$ cat config.mk
export PLATFORM = sky130hd
export DESIGN_NAME = clk_stab_pd_ctrl
export DESIGN_NICKNAME = d
export VERILOG_FILES = /design/src/rtl/clk_stab_pkg.sv /design/src/rtl/stab_counter.sv /design/src/rtl/pd_sequencer.sv /design/src/rtl/clk_stab_pd_ctrl.sv
export SDC_FILE = /design/constraint.sdc
export NUM_CORES = 1
export LEC_CHECK = 0
export BUFFER_PORTS_ARGS = -buffer_cell sky130_fd_sc_hd__buf_2
export CAP_MARGIN = 20
export CORE_MARGIN = 5
export CORE_UTILIZATION = 60
export DETAILED_ROUTE_END_ITERATION = 12
export GPL_ROUTABILITY_DRIVEN = 1
export PLACE_DENSITY = 0.8
export SLEW_MARGIN = 20
export SYNTH_ARGS = -nofsm -noshare
export SYNTH_HDL_FRONTEND = slang
export SYNTH_HIERARCHICAL = 1
export SYNTH_SLANG_ARGS = --single-unit
$ cat constraint.sdc
create_clock -name clk -period 2.3 [get_ports clk]
set_clock_uncertainty 0.05 [all_clocks]
set_input_delay 0.69 -clock clk [delete_from_list [all_inputs] [get_ports clk]]
set_output_delay 0.69 -clock clk [all_outputs]
set_load 0.02 [all_outputs]
$ cat src/rtl/clk_stab_pkg.sv
package clk_stab_pkg;

    localparam int unsigned NSRC = 6;

    localparam int unsigned SRC_XHI   = 0;
    localparam int unsigned SRC_XLO   = 1;
    localparam int unsigned SRC_PLL   = 2;
    localparam int unsigned SRC_RC10K = 3;
    localparam int unsigned SRC_RC22  = 4;
    localparam int unsigned SRC_RC48  = 5;

    // Sources whose run output is forced low while asleep
    localparam logic [NSRC-1:0] SLEEP_GATE_MASK =
        (NSRC'(1) << SRC_XHI) | (NSRC'(1) << SRC_RC22) | (NSRC'(1) << SRC_RC48);
    // Sources whose stable flag is wiped on sleep entry
    localparam logic [NSRC-1:0] SLEEP_WIPE_MASK =
        (NSRC'(1) << SRC_XHI) | (NSRC'(1) << SRC_RC22) | (NSRC'(1) << SRC_PLL);

    typedef enum logic [1:0] {
        PS_RUN   = 2'd0,
        PS_SLEEP = 2'd1,
        PS_WAKE  = 2'd2
    } pwr_state_e;

    typedef struct packed {
        logic            arm;
        logic [NSRC-1:0] src_en;
    } ctl_req_t;

    function automatic ctl_req_t pack_requests(
        input logic xhi, input logic xlo, input logic pll_pd,
        input logic rc10k, input logic rc22, input logic rc48,
        input logic arm
    );
        ctl_req_t r;
        r.arm               = arm;
        r.src_en            = '0;
        r.src_en[SRC_XHI]   = xhi;
        r.src_en[SRC_XLO]   = xlo;
        r.src_en[SRC_PLL]   = ~pll_pd;
        r.src_en[SRC_RC10K] = rc10k;
        r.src_en[SRC_RC22]  = rc22;
        r.src_en[SRC_RC48]  = rc48;
        return r;
    endfunction

endpackage

$ cat src/rtl/stab_counter.sv
module stab_counter #(
    parameter int unsigned THRESH = 16
) (
    input  logic clk,
    input  logic rst,
    input  logic tick,
    input  logic en,
    input  logic wipe,
    input  logic freeze,
    output logic stable
);
    localparam int unsigned CW = $clog2(THRESH + 1);
    localparam logic [CW-1:0] LIMIT = CW'(THRESH);

    logic [CW-1:0] cnt_q;

    always_ff @(posedge clk) begin
        if (rst || !en || wipe) begin
            cnt_q <= '0;
        end else if (tick && !freeze && (cnt_q != LIMIT)) begin
            cnt_q <= cnt_q + 1'b1;
        end
    end

    assign stable = (cnt_q == LIMIT);

    AST_DISABLE_CLEARS: assert property (@(posedge clk) disable iff (rst)
        !en |=> !stable);
    AST_RISE_NEEDS_TICK: assert property (@(posedge clk) disable iff (rst)
        $rose(stable) |-> ($past(tick) && !$past(freeze)));
    AST_STABLE_NO_WRAP: assert property (@(posedge clk) disable iff (rst)
        (stable && en && !wipe) |=> stable);
    AST_WIPE_CLEARS: assert property (@(posedge clk) disable iff (rst)
        wipe |=> !stable);

endmodule

$ cat src/rtl/pd_sequencer.sv
module pd_sequencer
    import clk_stab_pkg::*;
(
    input  logic       clk,
    input  logic       rst,
    input  logic       arm,
    input  logic       wfi,
    input  logic       wake_irq,
    output pwr_state_e state,
    output logic       sleep_entry
);
    pwr_state_e state_d;

    assign sleep_entry = (state == PS_RUN) && arm && wfi;

    always_comb begin
        state_d = state;
        unique case (state)
            PS_RUN:   if (sleep_entry) state_d = PS_SLEEP;
            PS_SLEEP: if (wake_irq)    state_d = PS_WAKE;
            PS_WAKE:                   state_d = PS_RUN;
            default:                   state_d = PS_RUN;
        endcase
    end

    always_ff @(posedge clk) begin
        if (rst) state <= PS_RUN;
        else     state <= state_d;
    end

    AST_SLEEP_NEEDS_BOTH: assert property (@(posedge clk) disable iff (rst)
        (state == PS_SLEEP && $past(state) == PS_RUN) |-> $past(arm && wfi));
    AST_WAKE_ONE_CYCLE: assert property (@(posedge clk) disable iff (rst)
        (state == PS_WAKE) |=> (state == PS_RUN));
    AST_SLEEP_UNTIL_IRQ: assert property (@(posedge clk) disable iff (rst)
        (state == PS_SLEEP && !wake_irq) |=> (state == PS_SLEEP));
    AST_IRQ_IGNORED_RUN: assert property (@(posedge clk) disable iff (rst)
        (state == PS_RUN && !(arm && wfi)) |=> (state == PS_RUN));

endmodule

$ cat src/rtl/clk_stab_pd_ctrl.sv
module clk_stab_pd_ctrl
    import clk_stab_pkg::*;
#(
    parameter int unsigned SETTLE_XHI   = 4096,
    parameter int unsigned SETTLE_XLO   = 16384,
    parameter int unsigned SETTLE_PLL   = 2048,
    parameter int unsigned SETTLE_RC10K = 64,
    parameter int unsigned SETTLE_RC22  = 256,
    parameter int unsigned SETTLE_RC48  = 512
) (
    input  logic       clk,
    input  logic       rst,
    input  logic       tick,
    input  logic       xtal_hi_en,
    input  logic       xtal_lo_en,
    input  logic       pll_powerdown,
    input  logic       rc10k_en,
    input  logic       rc22_en,
    input  logic       rc48_en,
    input  logic       sleep_arm,
    input  logic       wfi_pulse,
    input  logic       wake_irq,
    output logic [5:0] stable_status,
    output logic [5:0] src_usable,
    output logic [5:0] osc_run,
    output logic [1:0] pwr_state
);
    localparam int unsigned THRESH_TAB [NSRC] = '{
        SETTLE_XHI, SETTLE_XLO, SETTLE_PLL,
        SETTLE_RC10K, SETTLE_RC22, SETTLE_RC48
    };

    ctl_req_t   req;
    pwr_state_e state;
    logic       sleep_entry;
    logic       asleep;

    assign req = pack_requests(xtal_hi_en, xtal_lo_en, pll_powerdown,
                               rc10k_en, rc22_en, rc48_en, sleep_arm);

    pd_sequencer u_seq (
        .clk         (clk),
        .rst         (rst),
        .arm         (req.arm),
        .wfi         (wfi_pulse),
        .wake_irq    (wake_irq),
        .state       (state),
        .sleep_entry (sleep_entry)
    );

    assign asleep    = (state == PS_SLEEP);
    assign pwr_state = state;

    for (genvar i = 0; i < NSRC; i++) begin : g_src
        logic wipe_i;
        logic freeze_i;

        if (SLEEP_WIPE_MASK[i]) begin : g_wipe
            assign wipe_i = sleep_entry || asleep;
        end else begin : g_keep
            assign wipe_i = 1'b0;
        end

        if (SLEEP_GATE_MASK[i]) begin : g_gate
            assign freeze_i   = asleep;
            assign osc_run[i] = req.src_en[i] && !asleep;
        end else begin : g_free
            assign freeze_i   = 1'b0;
            assign osc_run[i] = req.src_en[i];
        end

        stab_counter #(.THRESH(THRESH_TAB[i])) u_cnt (
            .clk    (clk),
            .rst    (rst),
            .tick   (tick),
            .en     (req.src_en[i]),
            .wipe   (wipe_i),
            .freeze (freeze_i),
            .stable (stable_status[i])
        );
    end

    assign src_usable = req.src_en & stable_status;

    AST_SLEEP_FLAGS_WIPED: assert property (@(posedge clk) disable iff (rst)
        (state == PS_SLEEP) |-> ((stable_status & SLEEP_WIPE_MASK) == '0));
    AST_SLEEP_GATES_OFF: assert property (@(posedge clk) disable iff (rst)
        (state == PS_SLEEP) |-> ((osc_run & SLEEP_GATE_MASK) == '0));
    AST_PLL_OFF_UNSTABLE: assert property (@(posedge clk) disable iff (rst)
        pll_powerdown |=> !stable_status[SRC_PLL]);
    AST_ENTRY_KEEPS_SLOW: assert property (@(posedge clk) disable iff (rst)
        (sleep_entry && xtal_lo_en && stable_status[SRC_XLO]) |=> stable_status[SRC_XLO]);

endmodule

==> impl_metrics.toml, run 1 <==
[cells_and_area]
diodes = 0
final_common_cell = "dfxtp_1"
layout_common_cells = "dfxtp_1 (55), nand2_1 (43), a21oi_1 (34)"
fin_nets = 536
fillCellCount = 452
fin_util = 0.759
drive_gt1_frac = 0.271
syn2layout_area_growth_pct = 25.4
instances_no_fill = 594

[timing]
setup_viol = 4
finalCriticalPeriod_ps = 2380
hold_violations = 0
fmax_mhz = 419
fin_hold_ws_ps = 428
slew_headroom = 0.663
worst_slack_ps = -84.2
rsz0062_at_grt = "yes"
min_period_over_period = 1.04
slew_violations = 0
worst_pin_slew_ps = 506
timing.setup.tns_ps = -184

[placement]
io_buffers = 31
hpwl_mm = 5.75
dp.cells = 562
gp_congestion = 0.871

[critical_path]
arrival_ps = 1640
path_cells = "or4_4 > nor3_4 > and2_4 > buf_6"
cp_top_family = "simple AND/OR/NAND/NOR gates"
start_kind = "register"
critical_path_class = "reg -> out"
slowest_stage = "or4_4"
critPathMaxFanout = 4
critPathCaptureType = "output pin"
path_buf_inv = 1
cpPeakStageDelay_ps = 570
worstPathRequired_ps = 1560

[synth]
synth_cell_types = 57
yosysTopAreaCell = "dfxtp_1"
ys_seq_area_frac = 0.360
yosysWarnings = 6
synth_area_leaders = "dfxtp_1 (36%), a21oi_1 (4.5%), nand2_1 (4.3%)"
syn_inst = 442
syn_area_sq_um = 3780
async_flop_share = 0
synth_edf_count = 0
synth_seq_cells = 68
yosys_most_used_dff = "dfxtp_1"
synth.avg_cell_area_sq_um = 8.55
synth_top_area_frac = 0.360

[global_route]
grt_usage = 0.228
overflow = 0
antenna_found_initial = 0
grt_max_degree = 17
grt_pass1_wl_mm = 14.4
grt_pass1_vias = 3272

[route]
num_vias = 3562
drtIter0Drc = 177
wl_per_cell_microns = 15.5
wl_mm = 9.20
route.detailed.drc = 0
via_per_inst = 6.00
ant_nets = 0
drt_pre_antenna_iters = 5

[floorplan]
std_cell_rows = 29
ios = 32
initial_core_util = 0.605
core_sq_um = 6240
die_h_microns = 89.4
die-area_sq_um = 7990
fp.dieW_microns = 89.4

[worst_hold_path]
hold_path_class = "reg -> reg"

[run_status]
violations = "setup timing"
status = "finished with violations"

[clock_network]
cts_inserted_buffers = 9
cts_sinks = 68
clk_pin_slew_worst_paths_ps = 70
cts_tree = "done"
clk_path_buf_depth = 2
clock-root-buffer = "clkbuf_8"
cts.htree.levels = 3
clock_latency_ps = 340
cts_hold_buffers = 0

[run]
cap_violations = 0

[pwr]
ir_worst_vdd_mv = 0.395
power_density_nw_per_um2 = 528
p_leak_nw = 1.73
totalPowerFinal_mw = 2.50
==> worst register-to-register path: stages, from the launching register on <==
cell and delay [ps]:
dfxtp_1 410, nand2b_4 210, inv_1 150, nand4b_1 330, or4_1 530, a21oi_1 140
==> layer usage <==
layer	share of wire	wire length, microns	GRT usage	vias to the layer above
met5	0	0	0	-
met4	0.023	214	0.111	0
met3	0.046	423	0.0332	20
met2	0.51	4660	0.397	97
met1	0.42	3900	0.275	1699
li1	-	-	-	1746
==> cell type report <==
| cell class | count | area, sq um | share of cell area |
|---|---|---|---|
| repair buffers | 58 | 402 | 0.0848 |
| clock buffers | 13 | 169 | 0.0357 |
| multi-input cells | 347 | 2510 | 0.531 |
| well taps | 77 | 96.3 | 0.0203 |
| clock inverters | 3 | 67.6 | 0.0143 |
| inverters | 28 | 105 | 0.0222 |
| flip-flops and latches | 68 | 1380 | 0.292 |
==> synthesized netlist by cell type (all sizes together) (2+ instances only) <==
library cell	count
dfxtp	68
nand2	44
a21oi	34
inv	28
nand2b	17
mux2i	16
nor2	16
o21ai	16
or3	16
nand3	15
o31ai	15
or4	15
and2	13
nand4	13
ha	12
nor4	10
buf	8
nor4b	8
or3b	8
xor2	8
nand3b	7
nor3	6
nor3b	6
clkbuf	5
nand4b	5
a31oi	4
and3	4
nor2b	4
xnor2	4
and4	3
a211o	2
and4b	2
mux2	2
o311ai	2
==> stage by stage <==
stage               cell area (sq um)  setup slack [ps]
floorplan                        3840              20.8
global placement                 4090               168
detailed placement               4090               115
CTS                              4540             -90.3
global route                     4740              -148
finish                           4740             -84.2
==> state kept, by name (all words and copies together) (netlist names) <==
signal             flops
g_src.u_cnt/cnt_q     66
u_seq/state            2
==> cells by family (layout without fill, tap and decap cells) <==
group,after synthesis,count (layout),synth area share
and+or+nand+nor,213,213,0.351
AOI/OAI and AO/OA,77,77,0.122
DFF,68,68,0.360
buffers and inverters,41,102,0.0490
muxes,18,18,0.0493
adders and majority gates,12,12,0.0397
xor gates and xnor gates,12,12,0.0278
other,1,15,0.000992
==> final timing paths <==
| kind | endpoint | slack [ps] | start | cells after the start |
|---|---|---|---|---|
| min | g_src[5].u_cnt/cnt_q[9] | 430 | g_src[5].u_cnt/cnt_q[9] | 2 |
| max reg2reg | g_src[4].u_cnt/cnt_q[7] | 430 | u_seq/state[1] | 5 |
| min reg2reg | g_src[5].u_cnt/cnt_q[9] | 430 | g_src[5].u_cnt/cnt_q[9] | 2 |
| max | src_usable[5] | -80 | g_src[5].u_cnt/cnt_q[8] | 4 |
==> timing repair <==
item                       in CTS  in global routing
pin swaps                       4                  6
hold endpoints to repair        0                  0
setup endpoints to repair      11                 11
setup buffers                   8                  8
resized for setup              33                 40
==> power breakdown <==
group,internal [mW],switching (mW)
clock,0.701,0.445
combinational,0.0722,0.0994
sequential,1.18,0.00582
No activity file was read; power rests on OpenSTA's default activity.
==> inputs of run 2 (changes only) <==
--- a/config.mk
+++ b/config.mk
@@ -12,8 +12,6 @@
 export DETAILED_ROUTE_END_ITERATION = 12
 export GPL_ROUTABILITY_DRIVEN = 1
 export PLACE_DENSITY = 0.8
-export SLEW_MARGIN = 20
 export SYNTH_ARGS = -nofsm -noshare
 export SYNTH_HDL_FRONTEND = slang
-export SYNTH_HIERARCHICAL = 1
 export SYNTH_SLANG_ARGS = --single-unit
==> constraint.sdc (replaced) <==
create_clock -name clk -period 3 [get_ports clk]
set_clock_uncertainty 0.05 [all_clocks]
set_input_delay 0.9 -clock clk [delete_from_list [all_inputs] [get_ports clk]]
set_output_delay 0.9 -clock clk [all_outputs]
set_load 0.02 [all_outputs]
==> run 2 against run 1 <==
The flow now finishes without violations. Critical path depth up 2. Clock-buffer cell count down 3. Clock power down 37%. First-iteration DRC count down 34%. Critical path type unchanged.
==> impl_metrics.toml, run 2 <==
[global_route]
antenna_found_initial = 0
grt_pass1_wl_mm = 12.4
grt_max_degree = 29
grt_usage = 0.204
overflow = 0
grt_pass1_vias = 2849

[clock_network]
clk_path_buf_depth = 2
cts.htree.levels = 3
clock_latency_ps = 340
cts_tree = "done"
cts_hold_buffers = 0
clock-root-buffer = "clkbuf_8"
cts_setup_buffers = 0
cts_inserted_buffers = 9
post_cts_resized = 0
cts_sinks = 68
clk_pin_slew_worst_paths_ps = 70

[timing]
hold_violations = 0
min_period_over_period = 0.924
fmax_mhz = 361
slew_violations = 0
setup_viol = 0
rsz0062_at_grt = "no"
worst_pin_slew_ps = 726
slew_headroom = 0.514
timing.setup.tns_ps = 0
finalCriticalPeriod_ps = 2770
worst_slack_ps = 227

[synth]
yosysTopAreaCell = "dfxtp_1"
yosys_most_used_dff = "dfxtp_1"
syn_inst = 418
synth.avg_cell_area_sq_um = 8.41
synth_commonest_cells = "dfxtp_1 (68), nor2_1 (42), nand2_1 (29), a21oi_1 (27), nand4_1 (22)"
synth_edf_count = 0
synth_seq_cells = 68
syn_area_sq_um = 3520
yosysMostFrequentCell = "dfxtp_1"
ys_seq_area_frac = 0.387
synth_cell_types = 44
synth_area_leaders = "dfxtp_1 (39%), xor2_1 (5.0%), nor2_1 (4.5%)"
async_flop_share = 0
synth_top_area_frac = 0.387
yosysWarnings = 0
syn_nets = 442

[cells_and_area]
layout_common_cells = "dfxtp_1 (68), nor2_1 (42), buf_2 (31)"
largest_reg_flops = 66
fin_nets = 464
drive_gt1_frac = 0.142
syn2layout_area_growth_pct = 8.89
diodes = 0
final_common_cell = "dfxtp_1"
largest-register = "g_src.u_cnt.cnt_q"
reg.largest.list = "g_src.u_cnt.cnt_q (66), u_seq.state (2)"

[critical_path]
start_kind = "register"
critPathCaptureType = "output pin"
r2r_end = "g_src[0].u_cnt.cnt_q[10]"
critical_path_class = "reg -> out"
startpoint = "g_src[1].u_cnt.cnt_q[0]"
arrival_ps = 1820
endpoint = "src_usable[1]"
worstPathRequired_ps = 2050
critPathMaxFanout = 11
regToRegStartpoint = "u_seq.state[1]"
r2r_cells = 5
r2r_slack_ps = 980

[route]
route.detailed.drc = 0
drt_pre_antenna_iters = 4
wl_mm = 7.22
via_per_inst = 5.90
ant_nets = 0
wl_per_cell_microns = 14.0
drtIter0Drc = 116
num_vias = 3044

[placement]
gp_congestion = 0.825
dp_worst_setup_slack_ps = 542
io_buffers = 31
hpwl_mm = 5.24

[run_status]
status = "completed"

[floorplan]
initial_core_util = 0.627
die_h_microns = 86.6
core_sq_um = 5610
ios = 32
fp.dieW_microns = 86.6
std_cell_rows = 27
die-area_sq_um = 7490

[pwr]
p_leak_nw = 1.36
ir_worst_vdd_mv = 0.316
power_density_nw_per_um2 = 454

[run]
cap_violations = 0

[worst_hold_path]
hold_path_class = "reg -> reg"
-- run 2: cell types whose count changed in the layout (fill, tap and decap cells not counted), moves of 12 or more --
cell and change:
mux2i_1 -13, nand2_1 -14, dfxtp_1 +13, nor2_1 +26
xor2_1 +12, nand2b_1 -15, buf_4 -23, conb_1 -15
-- run 2: stage by stage --
| stage | cell area (sq um) | hold slack, ps | power, mW | utilization | cells |
|---|---|---|---|---|---|
| after floorplan | 3520 | 397 | 1.00 | - | 418 |
| after global placement | 3640 | 415 | 1.03 | 0.649 | 501 |
| after detailed placement | 3640 | 429 | 1.03 | 0.649 | 501 |
| after CTS | 3830 | 447 | 1.76 | 0.683 | 516 |
| after global routing | 3830 | 466 | 1.82 | 0.683 | 516 |
| final | 3830 | 440 | 1.74 | 0.683 | 516 |
-- run 2: cell type report --
class / count / area [sq um]
Timing Repair Buffer: 35 / 185
Sequential cell: 68 / 1360
Inverter: 22 / 82.6
Fill cell: 474 / 1780
Multi-Input combinational cell: 304 / 1920
Clock buffer: 10 / 138
Clock inverter: 5 / 52.6
Tap cell: 72 / 90.1
-- run 2: layer usage --
metal  routed length [microns]  track usage
met5                         0            0
met4                       120       0.0807
met3                       251       0.0485
met2                      3660        0.354
met1                      3180        0.241
-- run 2: cells by family after synthesis --
kind of cell / Yosys count / synth area share
adder cells (fa/ha/maj): 12 / 0.0427
buffers and inverters: 46 / 0.0669
AND/OR/NAND/NOR: 191 / 0.301
flip-flops: 68 / 0.387
AO/OA/AOI/OAI: 64 / 0.109
multiplexers: 4 / 0.0117
XOR/XNOR: 33 / 0.0822
-- run 2: worst max-delay path, cell delays in order (launching register included) --
cell and delay [ps]:
dfxtp_1 350, inv_1 80, ha_1 130, nor4b_1 220
and4_1 390, and2_1 160, buf_2 160
-- run 2: worst min-delay path by stage --
stage	slack [ps]	startpoint	to	cells past startpoint
final	440	g_src[0].u_cnt.cnt_q[12]	g_src[0].u_cnt.cnt_q[12]	2
after floorplan	400	g_src[0].u_cnt.cnt_q[12]	g_src[0].u_cnt.cnt_q[12]	2
after global placement	410	g_src[0].u_cnt.cnt_q[12]	g_src[0].u_cnt.cnt_q[12]	2
after CTS	450	g_src[0].u_cnt.cnt_q[12]	g_src[0].u_cnt.cnt_q[12]	2
after global routing	470	g_src[1].u_cnt.cnt_q[12]	g_src[1].u_cnt.cnt_q[12]	2
after detailed placement	430	g_src[0].u_cnt.cnt_q[12]	g_src[0].u_cnt.cnt_q[12]	2
-- run 2: where the power goes --
group          internal [mW]  total, mW  leakage (nW)  switching (mW)
Combinational         0.0328     0.0971         0.713          0.0643
Clock                  0.397      0.727        0.0979           0.330
Sequential             0.908      0.915         0.548         0.00667
==> inputs of run 3 (changes only) <==
--- a/config.mk
+++ b/config.mk
@@ -7,11 +7,12 @@
 export LEC_CHECK = 0
 export BUFFER_PORTS_ARGS = -buffer_cell sky130_fd_sc_hd__buf_2
 export CAP_MARGIN = 20
+export CORE_ASPECT_RATIO = 1.75
 export CORE_MARGIN = 5
 export CORE_UTILIZATION = 60
 export DETAILED_ROUTE_END_ITERATION = 12
 export GPL_ROUTABILITY_DRIVEN = 1
-export PLACE_DENSITY = 0.8
+export PLACE_DENSITY = 0.85
 export SYNTH_ARGS = -nofsm -noshare
 export SYNTH_HDL_FRONTEND = slang
 export SYNTH_SLANG_ARGS = --single-unit
==> run 3 against run 2 <==
Cell count grew 1.7%. Hold slack worse by 8.7 ps. Clock power fell by 1%. Register-to-register slack improved by 20 ps. Sequential cell count unchanged. Die area rose by 0.81%. Design area is 0.42% higher. Worst setup slack worse by 2.4 ps.
==> impl_metrics.toml, run 3 (synthesized netlist as in run 2, its figures left out) <==
[run_status]
status = "completed"

[floorplan]
die_h_microns = 111
initial_core_util = 0.608
ios = 32
std_cell_rows = 37
core_sq_um = 5790
fp.dieW_microns = 67.9
die-area_sq_um = 7550

[clock_network]
clock_latency_ps = 340
cts.htree.levels = 3
clock-root-buffer = "clkbuf_8"
post_cts_resized = 0
cts_setup_buffers = 0
cts_tree = "done"
clk_path_buf_depth = 2
cts_inserted_buffers = 9
cts_sinks = 68
cts_hold_buffers = 0
clk_pin_slew_worst_paths_ps = 70

[cells_and_area]
reg.largest.list = "g_src.u_cnt.cnt_q (66), u_seq.state (2)"
fin_nets = 466
layout_common_cells = "dfxtp_1 (68), nor2_1 (42), buf_2 (31)"
largest_reg_flops = 66
final_common_cell = "dfxtp_1"
fillCellCount = 496
syn2layout_area_growth_pct = 9.36
instances_no_fill = 525
drive_gt1_frac = 0.143
diodes = 0
largest-register = "g_src.u_cnt.cnt_q"

[timing]
finalCriticalPeriod_ps = 2780
fin_hold_ws_ps = 431
fmax_mhz = 360
rsz0062_at_grt = "no"
timing.setup.tns_ps = 0
slew_violations = 0
setup_viol = 0
hold_violations = 0
worst_pin_slew_ps = 692
min_period_over_period = 0.925
slew_headroom = 0.537

[route]
wl_mm = 7.43
num_vias = 3050
drt_pre_antenna_iters = 5
ant_nets = 0
wl_per_cell_microns = 14.2
drtIter0Drc = 187
route.detailed.drc = 0
via_per_inst = 5.81

[pwr]
clock_power_share = 0.415
switching_share = 0.237
ir_worst_vdd_mv = 0.414
p_leak_nw = 1.36
p_int_mw = 1.32
pwr-share-comb = 0.058
power_density_nw_per_um2 = 451
seqPwrFrac = 0.528
power_switching_uw = 411

[worst_hold_path]
hp-start = "g_src[0].u_cnt.cnt_q[12]"
hold_path_class = "reg -> reg"

[critical_path]
r2r_end = "g_src[0].u_cnt.cnt_q[9]"
r2r_cells = 4
endpoint = "src_usable[1]"
start_kind = "register"
slowest_stage = "and4_1"
critPathMaxFanout = 11
worstPathRequired_ps = 2050
critPathCaptureType = "output pin"
regToRegStartpoint = "u_seq.state[1]"
cpPeakStageDelay_ps = 430
critical_path_class = "reg -> out"
arrival_ps = 1830
r2r_slack_ps = 1000
startpoint = "g_src[1].u_cnt.cnt_q[0]"
path_cells = "inv_1 > ha_1 > nor4b_1 > and4_1 > and2_1 > buf_2"

[global_route]
grt_max_degree = 22
antenna_found_initial = 0
grt_usage = 0.218
grt_pass1_wl_mm = 12.9
overflow = 0
grt_pass1_vias = 3046

[placement]
dp.cells = 509
hpwl_mm = 5.58
gp_congestion = 0.841
io_buffers = 31

[run]
cap_violations = 0
## run 3: power by group through the flow
| stage | registers, mW | logic [mW] | clock network [mW] |
|---|---|---|---|
| after floorplan | 0.935 | 0.0663 | 0 |
| after global placement | 0.935 | 0.0963 | 0 |
| after detailed placement | 0.935 | 0.0997 | 0 |
| after CTS | 0.915 | 0.100 | 0.728 |
| after global routing | 0.915 | 0.111 | 0.787 |
| final | 0.915 | 0.0997 | 0.719 |
## run 3: metrics by stage
stage	power (mW)	util	area [sq um]	setup WS [ps]
floorplan	1.00	-	3520	763
global placement	1.03	0.633	3660	621
detailed placement	1.04	0.633	3660	568
CTS	1.74	0.665	3850	220
global route	1.81	0.665	3850	96.0
finish	1.73	0.665	3850	224
## run 3: critical path, delay by kind of cell, from the launching register on
| kind | cells | cell delay (ps) |
|---|---|---|
| fa+ha+maj | 1 | 130 |
| buf+inv | 2 | 220 |
| flops | 1 | 340 |
| simple gates | 3 | 800 |
## run 3: layout make-up
| type | instances | area [sq um] | area share |
|---|---|---|---|
| tap | 78 | 97.6 | 0.0254 |
| timing repair buffer | 37 | 200 | 0.0520 |
| sequential | 68 | 1360 | 0.354 |
| multi-input combinational | 304 | 1920 | 0.499 |
| clock buffer | 11 | 131 | 0.0342 |
| inverter | 22 | 82.6 | 0.0215 |
| clock inverter | 5 | 52.6 | 0.0137 |
## run 3: worst min-delay path by stage
stage / slack, ps / end / cells after the start
4_1_cts: 440 / g_src[0].u_cnt.cnt_q[12] / 2
2_1_floorplan: 400 / g_src[0].u_cnt.cnt_q[12] / 2
3_5_place_dp: 420 / g_src[0].u_cnt.cnt_q[12] / 2
6_report: 430 / g_src[0].u_cnt.cnt_q[12] / 2
5_1_grt: 470 / g_src[0].u_cnt.cnt_q[12] / 2
3_3_place_gp: 410 / g_src[0].u_cnt.cnt_q[12] / 2
## run 3: per-layer routing
layer,global-route usage,share of wire,up-vias,wire [microns]
met5,0,0,-,0
met2,0.379,0.53,57,3940
met4,0.116,0.029,0,218
met3,0.0507,0.033,18,247
li1,-,-,1518,-
met1,0.232,0.41,1457,3020
